### src/rtl/rb_pkg.sv
package rb_pkg;

  typedef enum logic [2:0] {
    ST_IDLE,
    ST_EXEC,
    ST_DN_REQ,
    ST_DN_WAIT,
    ST_RESP
  } rb_state_e;

  localparam logic [31:0] IDX_CHIP_ID = 32'h000F_000F;

  // Indices answered locally on a read (identity index included).
  function automatic logic rd_is_local(input logic [31:0] i);
    logic hit;
    case (i) inside
      IDX_CHIP_ID,
      32'h0001_8002,
      32'h0101_0C00, 32'h0101_0C03,
      32'h0009_0012, 32'h0009_0013, 32'h0009_0018,
      32'h0102_0013, 32'h0102_0014,
      32'h000F_0033, 32'h000F_0034,
      32'h0202_0007, 32'h0202_0009, 32'h0202_000F,
      32'h0201_3028, 32'h0201_302A, 32'h0201_3801, 32'h0201_3802,
      [32'h0201_3F00:32'h0201_3F07]: hit = 1'b1;
      default: hit = 1'b0;
    endcase
    return hit;
  endfunction

  // Indices whose writes are dropped locally.
  function automatic logic wr_is_local(input logic [31:0] i);
    logic hit;
    case (i) inside
      IDX_CHIP_ID,
      [32'h0101_0C00:32'h0101_0C05],
      32'h0009_0012, 32'h0009_0013, 32'h0009_0018,
      32'h0102_0013, 32'h0102_0014,
      32'h000F_0033, 32'h000F_0034,
      32'h0202_0007, 32'h0202_0009, 32'h0202_000F,
      32'h0201_3028, 32'h0201_302A, 32'h0201_3801, 32'h0201_3802: hit = 1'b1;
      default: hit = 1'b0;
    endcase
    return hit;
  endfunction

endpackage

### src/rtl/rb_xlate.sv
module rb_xlate #(
  parameter int unsigned ADDR_W = 40,
  parameter int unsigned WIN_W  = 35,
  localparam int unsigned IDX_W = WIN_W - 3
) (
  input  logic [ADDR_W-1:0] addr,
  input  logic              gen_new,
  output logic [IDX_W-1:0]  idx,
  output logic [WIN_W-1:0]  fwd_addr
);

  localparam logic [WIN_W-1:0] NIB = WIN_W'(15);

  logic [WIN_W-1:0] win;
  logic [WIN_W-1:0] idx_new;
  logic [WIN_W-1:0] idx_leg;

  generate
    if (ADDR_W > WIN_W) begin : g_hi
      logic unused_hi;
      assign unused_hi = ^addr[ADDR_W-1:WIN_W];
    end
  endgenerate

  assign win     = addr[WIN_W-1:0];
  assign idx_new = win >> 3;
  assign idx_leg = ((win >> 4) & ~NIB) | ((win >> 3) & NIB);

  logic unused_lo;
  assign unused_lo = ^{win[2:0], idx_new[WIN_W-1:IDX_W], idx_leg[WIN_W-1:IDX_W]};

  assign idx      = gen_new ? idx_new[IDX_W-1:0] : idx_leg[IDX_W-1:0];
  assign fwd_addr = {idx, 3'b000};

endmodule

### src/rtl/rb_local_map.sv
module rb_local_map
  import rb_pkg::*;
#(
  parameter int unsigned IDX_W  = 32,
  parameter int unsigned DATA_W = 64,
  parameter logic [DATA_W-1:0] CHIP_ID = '0
) (
  input  logic [IDX_W-1:0]  idx,
  output logic              rd_hit,
  output logic              wr_hit,
  output logic [DATA_W-1:0] rd_val
);

  logic [31:0] idx32;
  logic        hi_zero;

  generate
    if (IDX_W > 32) begin : g_wide
      assign idx32   = idx[31:0];
      assign hi_zero = ~|idx[IDX_W-1:32];
    end else begin : g_narrow
      assign idx32   = 32'(idx);
      assign hi_zero = 1'b1;
    end
  endgenerate

  assign rd_hit = hi_zero & rd_is_local(idx32);
  assign wr_hit = hi_zero & wr_is_local(idx32);
  assign rd_val = (hi_zero && idx32 == IDX_CHIP_ID) ? CHIP_ID : '0;

endmodule

### src/rtl/rb_timer.sv
module rb_timer #(
  parameter int unsigned LIMIT = 256,
  localparam int unsigned CNT_W = (LIMIT > 1) ? $clog2(LIMIT) : 1
) (
  input  logic clk,
  input  logic rst,
  input  logic run,
  output logic expired
);

  localparam logic [CNT_W-1:0] LAST = CNT_W'(LIMIT - 1);

  logic [CNT_W-1:0] cnt;

  always_ff @(posedge clk) begin
    if (rst || !run) begin
      cnt <= '0;
    end else if (cnt != LAST) begin
      cnt <= cnt + 1'b1;
    end
  end

  assign expired = run && (cnt == LAST);

endmodule

### src/rtl/regbus_bridge.sv
module regbus_bridge
  import rb_pkg::*;
#(
  parameter int unsigned ADDR_W  = 40,
  parameter int unsigned WIN_W   = 35,
  parameter int unsigned DATA_W  = 64,
  parameter int unsigned TMO_CYC = 256,
  parameter logic [DATA_W-1:0] CHIP_ID = 64'h0000_00D1_C0DE_0001
) (
  input  logic              clk,
  input  logic              rst,
  input  logic              gen_new,
  input  logic              req_valid,
  output logic              req_ready,
  input  logic              req_write,
  input  logic [ADDR_W-1:0] req_addr,
  input  logic [3:0]        req_size,
  input  logic [DATA_W-1:0] req_wdata,
  output logic              rsp_valid,
  output logic              rsp_err,
  output logic [DATA_W-1:0] rsp_rdata,
  output logic              dn_valid,
  input  logic              dn_ready,
  output logic              dn_write,
  output logic [WIN_W-1:0]  dn_addr,
  output logic [DATA_W-1:0] dn_wdata,
  input  logic              dn_rsp_valid,
  input  logic              dn_rsp_err,
  input  logic [DATA_W-1:0] dn_rsp_rdata,
  input  logic [1:0]        stat_clr,
  output logic              stat_done,
  output logic              stat_fail
);

  localparam int unsigned IDX_W = WIN_W - 3;
  localparam logic [3:0]  WORD_BYTES = 4'd8;

  rb_state_e state_q, state_d;

  logic              q_write, q_gen, q_size_ok;
  logic [ADDR_W-1:0] q_addr;
  logic [DATA_W-1:0] q_wdata;

  logic [IDX_W-1:0]  idx;
  logic [WIN_W-1:0]  fwd_addr;
  logic              rd_hit, wr_hit;
  logic [DATA_W-1:0] loc_val;
  logic              tmo;

  logic              fin, fin_err, launch, dn_drop;
  logic [DATA_W-1:0] fin_data;

  logic              dn_valid_q, dn_write_q;
  logic [WIN_W-1:0]  dn_addr_q;
  logic [DATA_W-1:0] dn_wdata_q;
  logic              rsp_valid_q, rsp_err_q, done_q, fail_q;
  logic [DATA_W-1:0] rsp_rdata_q;

  rb_xlate #(.ADDR_W(ADDR_W), .WIN_W(WIN_W)) xlate_i (
    .addr     (q_addr),
    .gen_new  (q_gen),
    .idx      (idx),
    .fwd_addr (fwd_addr)
  );

  rb_local_map #(.IDX_W(IDX_W), .DATA_W(DATA_W), .CHIP_ID(CHIP_ID)) map_i (
    .idx    (idx),
    .rd_hit (rd_hit),
    .wr_hit (wr_hit),
    .rd_val (loc_val)
  );

  rb_timer #(.LIMIT(TMO_CYC)) timer_i (
    .clk     (clk),
    .rst     (rst),
    .run     (state_q == ST_DN_REQ || state_q == ST_DN_WAIT),
    .expired (tmo)
  );

  // Next-state and completion decode.
  always_comb begin
    state_d  = state_q;
    fin      = 1'b0;
    fin_err  = 1'b0;
    fin_data = '0;
    launch   = 1'b0;
    dn_drop  = 1'b0;
    unique case (state_q)
      ST_IDLE: begin
        if (req_valid) state_d = ST_EXEC;
      end
      ST_EXEC: begin
        if (!q_size_ok) begin
          fin     = 1'b1;
          fin_err = 1'b1;
        end else if (q_write ? wr_hit : rd_hit) begin
          fin      = 1'b1;
          fin_data = q_write ? '0 : loc_val;
        end else begin
          launch  = 1'b1;
          state_d = ST_DN_REQ;
        end
      end
      ST_DN_REQ: begin
        if (dn_ready) begin
          dn_drop = 1'b1;
          state_d = ST_DN_WAIT;
        end else if (tmo) begin
          dn_drop = 1'b1;
          fin     = 1'b1;
          fin_err = 1'b1;
        end
      end
      ST_DN_WAIT: begin
        if (dn_rsp_valid) begin
          fin      = 1'b1;
          fin_err  = dn_rsp_err;
          fin_data = (dn_rsp_err || q_write) ? '0 : dn_rsp_rdata;
        end else if (tmo) begin
          fin     = 1'b1;
          fin_err = 1'b1;
        end
      end
      ST_RESP: state_d = ST_IDLE;
      default: state_d = ST_IDLE;
    endcase
    if (fin) state_d = ST_RESP;
  end

  always_ff @(posedge clk) begin
    if (rst) begin
      state_q <= ST_IDLE;
    end else begin
      state_q <= state_d;
    end
  end

  // Request capture.
  always_ff @(posedge clk) begin
    if (rst) begin
      q_write   <= 1'b0;
      q_gen     <= 1'b0;
      q_size_ok <= 1'b0;
      q_addr    <= '0;
      q_wdata   <= '0;
    end else if (state_q == ST_IDLE && req_valid) begin
      q_write   <= req_write;
      q_gen     <= gen_new;
      q_size_ok <= (req_size == WORD_BYTES);
      q_addr    <= req_addr;
      q_wdata   <= req_wdata;
    end
  end

  // Downstream request channel.
  always_ff @(posedge clk) begin
    if (rst) begin
      dn_valid_q <= 1'b0;
      dn_write_q <= 1'b0;
      dn_addr_q  <= '0;
      dn_wdata_q <= '0;
    end else if (launch) begin
      dn_valid_q <= 1'b1;
      dn_write_q <= q_write;
      dn_addr_q  <= fwd_addr;
      dn_wdata_q <= q_write ? q_wdata : '0;
    end else if (dn_drop) begin
      dn_valid_q <= 1'b0;
    end
  end

  // Response and sticky status.
  always_ff @(posedge clk) begin
    if (rst) begin
      rsp_valid_q <= 1'b0;
      rsp_err_q   <= 1'b0;
      rsp_rdata_q <= '0;
      done_q      <= 1'b0;
      fail_q      <= 1'b0;
    end else begin
      rsp_valid_q <= fin;
      if (fin) begin
        rsp_err_q   <= fin_err;
        rsp_rdata_q <= fin_data;
      end
      done_q <= fin | (done_q & ~stat_clr[0]);
      fail_q <= (fin & fin_err) | (fail_q & ~stat_clr[1]);
    end
  end

  assign req_ready = (state_q == ST_IDLE);
  assign dn_valid  = dn_valid_q;
  assign dn_write  = dn_write_q;
  assign dn_addr   = dn_addr_q;
  assign dn_wdata  = dn_wdata_q;
  assign rsp_valid = rsp_valid_q;
  assign rsp_err   = rsp_err_q;
  assign rsp_rdata = rsp_rdata_q;
  assign stat_done = done_q;
  assign stat_fail = fail_q;

endmodule

### config.mk
export PLATFORM = sky130hd
export DESIGN_NAME = regbus_bridge
export DESIGN_NICKNAME = d
export VERILOG_FILES = /design/src/rtl/rb_pkg.sv /design/src/rtl/rb_xlate.sv /design/src/rtl/rb_local_map.sv /design/src/rtl/rb_timer.sv /design/src/rtl/regbus_bridge.sv
export SDC_FILE = /design/constraint.sdc
export NUM_CORES = 1
export LEC_CHECK = 0
export BUFFER_PORTS_ARGS = -buffer_cell sky130_fd_sc_hd__buf_4
export CAP_MARGIN = 20
export CORE_ASPECT_RATIO = 1.25
export CORE_MARGIN = 5
export CORE_UTILIZATION = 45
export DETAILED_ROUTE_END_ITERATION = 6
export PLACE_DENSITY_LB_ADDON = 0.12
export SETUP_SLACK_MARGIN = 0.05
export SYNTH_ARGS = -nofsm -noshare
export SYNTH_HDL_FRONTEND = slang
export SYNTH_SLANG_ARGS = --single-unit
### constraint.sdc
create_clock -name clk -period 2.8 [get_ports clk]
set_input_delay 0.14 -clock clk [delete_from_list [all_inputs] [get_ports clk]]
set_output_delay 0.14 -clock clk [all_outputs]
set_load 0.005 [all_outputs]
==> out/results.md, run 1 <==
| Result | This run |
|:---|:---|
| Type of the worst min-delay path | in -> reg |
| Initial DRT Pass Iterations | 5 |
| Violated checks | negative setup slack |
| Max-cap check violation count | 0 |
| Part of the Yosys area used for sequential elements | 45.4% |
| Required time of the critical path | 3.20 ns |
| Worst-case vdd ir drop | 0.456 mV |
| Largest net degree at the start of global routing | 146 |
| Detailed placement HPWL | 27800 um |
| Post-Syn Area | 12200 sq um |
| Setup crit end kind | flip-flop |
| Leakage | 7.50 nW |
| Avg WL per Cell | 18.4 um |
| Ports placed on the boundary | 352 |
| Final estimated routing congestion in global placement | 0.934 |
| Area of the die | 30500 sq um |
| Wire length of the first global-routing pass | 69300 um |
| Worst clock skew on the final layout | 0.0117 ns |
| Commonest register cell after synthesis | dfxtp_1 |
| Starting utilization of the core area | 45.5% |
| Min Clock Period, post-route | 2.82 ns |
| Via count of the first global-routing pass | 13410 |
| Clock tree sinks | 276 |
| RSZ-0062 raised after global routing | true |
| Number of cells traversed by the worst hold path | 5 |
| Placement row count | 67 |
| DRC viols | 0 |
| Via count | 13378 |
| Cell accounting for the most synthesized area | dfxtp_1 |
| Number of antenna violations at the first check in global routing | 3 |
| Basic-gate share of the synthesized area counting and, or, nand and nor cells | 29.0% |
| Combinational family with the most area after synthesis | simple AND/OR/NAND/NOR gates |
| Fraction of layout instances using a drive strength above 1 | 26.3% |
| Overall global routing resource usage | 27.3% |
| Min setup slack post-route | -0.0246 ns |
| Element type at the critical path start | flip-flop |
| Relative max-transition margin | 51.3% |
| Clock latency on the worst-skew pair | 0.55 ns |
| Count of antenna-violating nets left after detailed routing | 0 |
| Final TNS setup | -0.0246 ns |
| Horizontal die dimension | 157 um |
| Yosys warning count | 0 |
| Detailed router's first-iteration violation count | 740 |
| Outcome | complete, but fails checks |
| Top cell type's share of synthesized area | 45.4% |
| Power density of the placed cells | 513 nW/um^2 |
| Final net count | 2207 |
| Biggest area contributors in the synthesized netlist | dfxtp_1 45%, nand2_1 9.2%, a21oi_1 9.0% |
| Multiplexer area fraction after synthesis | 2.32% |
| CTS clk-pin slew, worst paths | 0.06 ns |
| Cell count after synthesis | 1548 |
| Final Hold Viols | 0 |
| Asr flop ratio synth | 0% |
| Clock Path Buffers | 3 |
| Most frequent cells in the layout | 402 x buf_4, 297 x nand2_1, 274 x dfxtp_1 |
| Transition at the pin with the smallest max-transition slack | 0.730 ns |
| Adder and majority gate portion of the synthesized area | 0.103% |
| Worst Hold Margin | 0.0353 ns |
| Number of setup violations in the final report | 1 |
| Post-synthesis share of cell area spent on xor and xnor gates | 0.360% |
| Area after detailed placement | 15400 sq um |
| Chip height | 194 um |
| Clock root buffer | clkbuf_16 |
| Overall overflow remaining after global route | 0 |
| Flop and latch count out of synthesis | 276 |
| CTS tree | yes |
| Synth-to-layout area growth | 51.6% |
| Core Box Area | 26700 sq um |
| Mapped Avg Cell Area | 7.87 sq um |
| Final wirelength | 44100 um |
| Arr. time, crit path | 3.23 ns |
| Highest achievable clock rate | 354 MHz |
| Largest fanout of any net on the critical path | 33 |
| Number of CTS-inserted buffers | 28 |
| Number of pins with negative max-slew slack in the final report | 0 |
| Cell area after layout | 18500 sq um |
| Most frequent standard cell in the layout excluding fill and tap cells | buf_4 |
| Final period util | 101% |
| Buffers on Ports | 340 |
| Fraction of the mapped netlist area in compound gates | 16.9% |
| Count of flip-flops with a built-in enable after synthesis | 0 |
| Via density | 5.59 |
| Category of the most critical setup path | reg -> reg |
| Cell variety after synth | 61 |
| Cells on worst reg2reg path | 10 |
| Maximum level of the CTS H-tree | 1 |
-- per-stage QoR --
stage | worst slack, ns | std cells | power [mW] | utilization [%]
2_1_floorplan | 0.234 | 1550 | 4.80 | -
3_3_place_gp | -0.157 | 2157 | 5.29 | 57.4
3_5_place_dp | -0.192 | 2158 | 5.30 | 57.5
4_1_cts | 0.0389 | 2387 | 9.49 | 68.2
5_1_grt | -0.138 | 2393 | 9.83 | 69.1
6_report | -0.0246 | 2393 | 9.48 | 69.1
-- critical path, cell delays in order, from the launching register on --
cell,delay [ns]
dfxtp_2,0.34
buf_12,0.15
buf_8,0.14
a211oi_1,0.22
o21ai_1,0.15
or4_4,0.55
buf_4,0.20
o311a_4,0.45
buf_12,0.20
a21oi_1,0.20
a211oi_2,0.07
-- what timing repair did --
item,4_1_cts,5_1_grt
endpoints found under the setup margin,167,168
hold buffers,166,0
gates cloned,4,0
gates resized for setup,25,67
pin swaps,11,11
setup buffers,8,3
hold endpoints to repair,165,0
-- power breakdown --
part,internal (mW),switching [mW]
Sequential,4.05,0.102
Combinational,0.617,0.705
Clock,2.42,1.58
Total,7.09,2.39
-- metal layers --
metal	global-route usage [%]	part of all wire, %	vias to the layer above	wire length, um
li1	-	-	6470	-
met1	32.0	38	6318	16900
met2	48.1	50	483	22000
met3	6.21	7.6	107	3360
met4	10.2	4.1	0	1810
met5	0	0	-	0
-- Yosys cell counts, drive strengths merged, types with 3 or more instances --
library cell / n
or2: 4
nand4: 136
nand3: 115
a2111oi: 3
nor2: 18
o211ai: 3
a311oi: 4
nor3: 15
nor3b: 3
nor2b: 61
nor4b: 4
nor4: 11
buf: 51
a21oi: 220
xor2: 4
nand3b: 3
or4: 5
mux2i: 26
nand2: 299
a211o: 5
a31oi: 14
or3: 3
or3b: 5
nand2b: 8
clkbuf: 110
and3: 3
dfxtp: 276
o21ai: 75
a211oi: 30
inv: 6
-- sequential cells by signal, indices dropped and copies added (netlist names), 3 cells and up --
signal / flops
dn_addr: 32
timer_i.cnt: 8
rsp_rdata: 64
q_addr: 32
dn_wdata: 64
state_q: 3
q_wdata: 64
-- layout make-up --
type	count	area, sq um
sequential	276	5530
multi-input combinational	1110	6230
clock buffer	44	882
antenna	3	7.51
inverter	6	22.5
tap	345	432
fill	2124	8270
timing repair buffer	602	5260
clock inverter	7	110
-- path summary, 6_finish.rpt --
check                             from                         end  slack, ns
hold reg to reg   stat_fail$_SDFF_PP0_        stat_fail$_SDFF_PP0_       0.45
setup / recovery    q_gen$_SDFFE_PP0P_    dn_addr[25]$_SDFFE_PP0P_      -0.02
hold / removal        dn_rsp_rdata[20]  rsp_rdata[20]$_SDFFE_PP0P_       0.04
setup reg to reg    q_gen$_SDFFE_PP0P_    dn_addr[25]$_SDFFE_PP0P_      -0.02
-- cell families (layout without fill, tap and decap cells) --
logic type,after synthesis,count (layout)
simple gates,703,704
other cells,1,6
mux,28,28
fa+ha+maj,1,1
compound gates,367,369
xor+xnor,5,5
buf+inv,167,659
flops,276,276
Power figures use the tool's default switching activity.
==> run 2, diff against run 1 <==
--- a/config.mk
+++ b/config.mk
@@ -8,11 +8,10 @@
 export BUFFER_PORTS_ARGS = -buffer_cell sky130_fd_sc_hd__buf_4
 export CAP_MARGIN = 20
 export CORE_ASPECT_RATIO = 1.25
-export CORE_MARGIN = 5
 export CORE_UTILIZATION = 45
 export DETAILED_ROUTE_END_ITERATION = 6
 export PLACE_DENSITY_LB_ADDON = 0.12
-export SETUP_SLACK_MARGIN = 0.05
 export SYNTH_ARGS = -nofsm -noshare
 export SYNTH_HDL_FRONTEND = slang
+export SYNTH_HIERARCHICAL = 1
 export SYNTH_SLANG_ARGS = --single-unit
==> run 2 against run 1 <==
Net effect:
- the flow still finishes with violations (negative setup slack)
- sequential power rose by 1%
- fmax fell by 14%
- combinational power rose by 5%
- highest routed layer unchanged
==> out/results.md, run 2 <==
| Result | This run |
|:---|:---|
| Setup crit end kind | flip-flop |
| Arr. time, crit path | 3.71 ns |
| Initial DRT Pass Iterations | 5 |
| Leakage | 7.91 nW |
| Yosys warning count | 6 |
| DRC viols | 0 |
| Number of fill cells | 2000 |
| Clock latency on the worst-skew pair | 0.55 ns |
| Post-Syn Area | 12300 sq um |
| Final estimated routing congestion in global placement | 0.864 |
| Area after detailed placement | 15200 sq um |
| Final wirelength | 40200 um |
| Type of the worst min-delay path | in -> reg |
| Ports placed on the boundary | 352 |
| Number of pins with negative max-slew slack in the final report | 0 |
| Placement row count | 67 |
| CTS tree | yes |
| Via density | 5.23 |
| Most frequent cell on the critical path | buf_4 |
| Overall global routing resource usage | 27.2% |
| RSZ-0062 raised after global routing | true |
| Highest achievable clock rate | 304 MHz |
| Clock tree sinks | 279 |
| Relative max-transition margin | 31.1% |
| Worst-case vdd ir drop | 0.458 mV |
| Min Clock Period, post-route | 3.29 ns |
| Non-filler instance count after layout | 2314 |
| Horizontal die dimension | 150 um |
| Final net count | 2125 |
| Critical-path cell list | buf_12, buf_4, mux2_4, buf_4, nor2_1, buf_4, nand4b_1, a2111oi_2, a221oi_2, nand4_1, mux2i_4, o221ai_2, a21oi_4, buf_12, o2bb2ai_1 |
| Final period util | 118% |
| Final Hold Viols | 0 |
| Utilization after layout | 72.3% |
| Via count of the first global-routing pass | 12143 |
| Core Box Area | 26800 sq um |
| Most frequent standard cell in the layout excluding fill and tap cells | buf_4 |
| Final TNS setup | -75.78 ns |
| Worst path top cell family by delay | compound AO/OA/AOI/OAI gates |
| Buffers on Ports | 343 |
| Mapped Avg Cell Area | 8.66 sq um |
| Via count | 12101 |
| Number of CTS-inserted buffers | 29 |
| Category of the most critical setup path | reg -> reg |
| Wire length of the first global-routing pass | 61600 um |
| Most frequent cells in the layout | 417 x buf_4, 290 x nand2_1, 277 x dfxtp_1 |
| Largest net degree at the start of global routing | 95 |
| CTS clk-pin slew, worst paths | 0.06 ns |
| Transition at the pin with the smallest max-transition slack | 1.03 ns |
| Worst clock skew on the final layout | 0.0129 ns |
| Clock root buffer | clkbuf_16 |
| Cell area after layout | 19400 sq um |
| Max-cap check violation count | 0 |
| Area of the die | 28000 sq um |
| Clock Path Buffers | 3 |
| Synth-to-layout area growth | 57.8% |
| Overall overflow remaining after global route | 0 |
| Fraction of layout instances using a drive strength above 1 | 38.8% |
| Placed cells | 2026 |
| Detailed router's first-iteration violation count | 572 |
| Critical path buffers and inverters | 5 |
| Number of setup violations in the final report | 171 |
| Maximum level of the CTS H-tree | 1 |
| Slowest cell on the critical path | dfxtp_4 |
| Cell count after synthesis | 1420 |
| Largest stage delay, worst path | 0.41 ns |
| Starting utilization of the core area | 45.8% |
| Avg WL per Cell | 17.4 um |
| Number of antenna violations at the first check in global routing | 4 |
| Required time of the critical path | 3.22 ns |
| Element type at the critical path start | flip-flop |
| Power density of the placed cells | 485 nW/um^2 |
| Min setup slack post-route | -0.493 ns |
| Outcome | complete, but fails checks |
| Count of antenna-violating nets left after detailed routing | 0 |
| Chip height | 187 um |
| Detailed placement HPWL | 23600 um |
| Largest fanout of any net on the critical path | 35 |
| Violated checks | negative setup slack |
run 2: through the flow:
step	hold slack [ns]	total power, mW	worst slack [ns]
2_1_floorplan	0.268	4.98	-0.404
3_3_place_gp	0.387	5.34	-0.480
3_5_place_dp	0.395	5.35	-0.544
4_1_cts	0.167	9.42	-0.381
5_1_grt	0.235	9.75	-0.646
6_report	0.211	9.40	-0.493
run 2: worst reg2reg max path: stages (launching register included):
cell and delay (ns):
dfxtp_4 0.41, buf_12 0.16, buf_4 0.13, mux2_4 0.32, buf_4 0.15, nor2_1 0.18, buf_4 0.15, nand4b_1 0.12
a2111oi_2 0.41, a221oi_2 0.11, nand4_1 0.20, mux2i_4 0.14, o221ai_2 0.23, a21oi_4 0.11, buf_12 0.19, o2bb2ai_1 0.16
run 2: timing repair:
action | 4_1_cts | 5_1_grt
gates cloned | 15 | 5
gates resized for setup | 62 | 127
setup endpoints to repair | 171 | 171
setup buffers | 20 | 5
pin swaps | 12 | 47
hold buffers | 186 | 0
hold endpoints to repair | 189 | 0
run 2: per-layer routing:
metal	routed length (um)	up-vias	part of all wire [%]	GRT usage [%]
li1	-	5848	-	-
met4	1450	0	3.6	10.1
met3	3070	87	7.6	5.53
met2	19800	441	49	48.1
met5	0	-	0	0
met1	15800	5725	39	31.8
run 2: where the power goes:
group	internal (mW)	switching (mW)
Sequential	4.09	0.108
Clock	2.22	1.60
Combinational	0.709	0.670
Total	7.02	2.38
run 2: area by class of cell:
class,instances,area (sq um),share of cell area [%]
well taps,345,432,2.23
diodes,4,10.0,0.0516
clock buffers,41,821,4.23
inverters,3,11.3,0.0580
clock inverters,13,124,0.639
repair buffers,656,6060,31.2
multi-input cells,973,6350,32.7
flip-flops and latches,279,5590,28.8
run 2: worst paths after layout:
kind | from | to | slack, ns | depth (start not counted)
worst max-delay path | q_gen$_SDFFE_PP0P_ | rsp_rdata[41]$_SDFFE_PP0P_ | -0.49 | 15
worst min-delay path | dn_rsp_err | rsp_err$_SDFFE_PP0P_ | 0.21 | 5
worst max register to register | q_gen$_SDFFE_PP0P_ | rsp_rdata[41]$_SDFFE_PP0P_ | -0.49 | 15
worst min register to register | dn_wdata[39]$_SDFFE_PP0P_ | dn_wdata[39]$_SDFFE_PP0P_ | 0.45 | 2
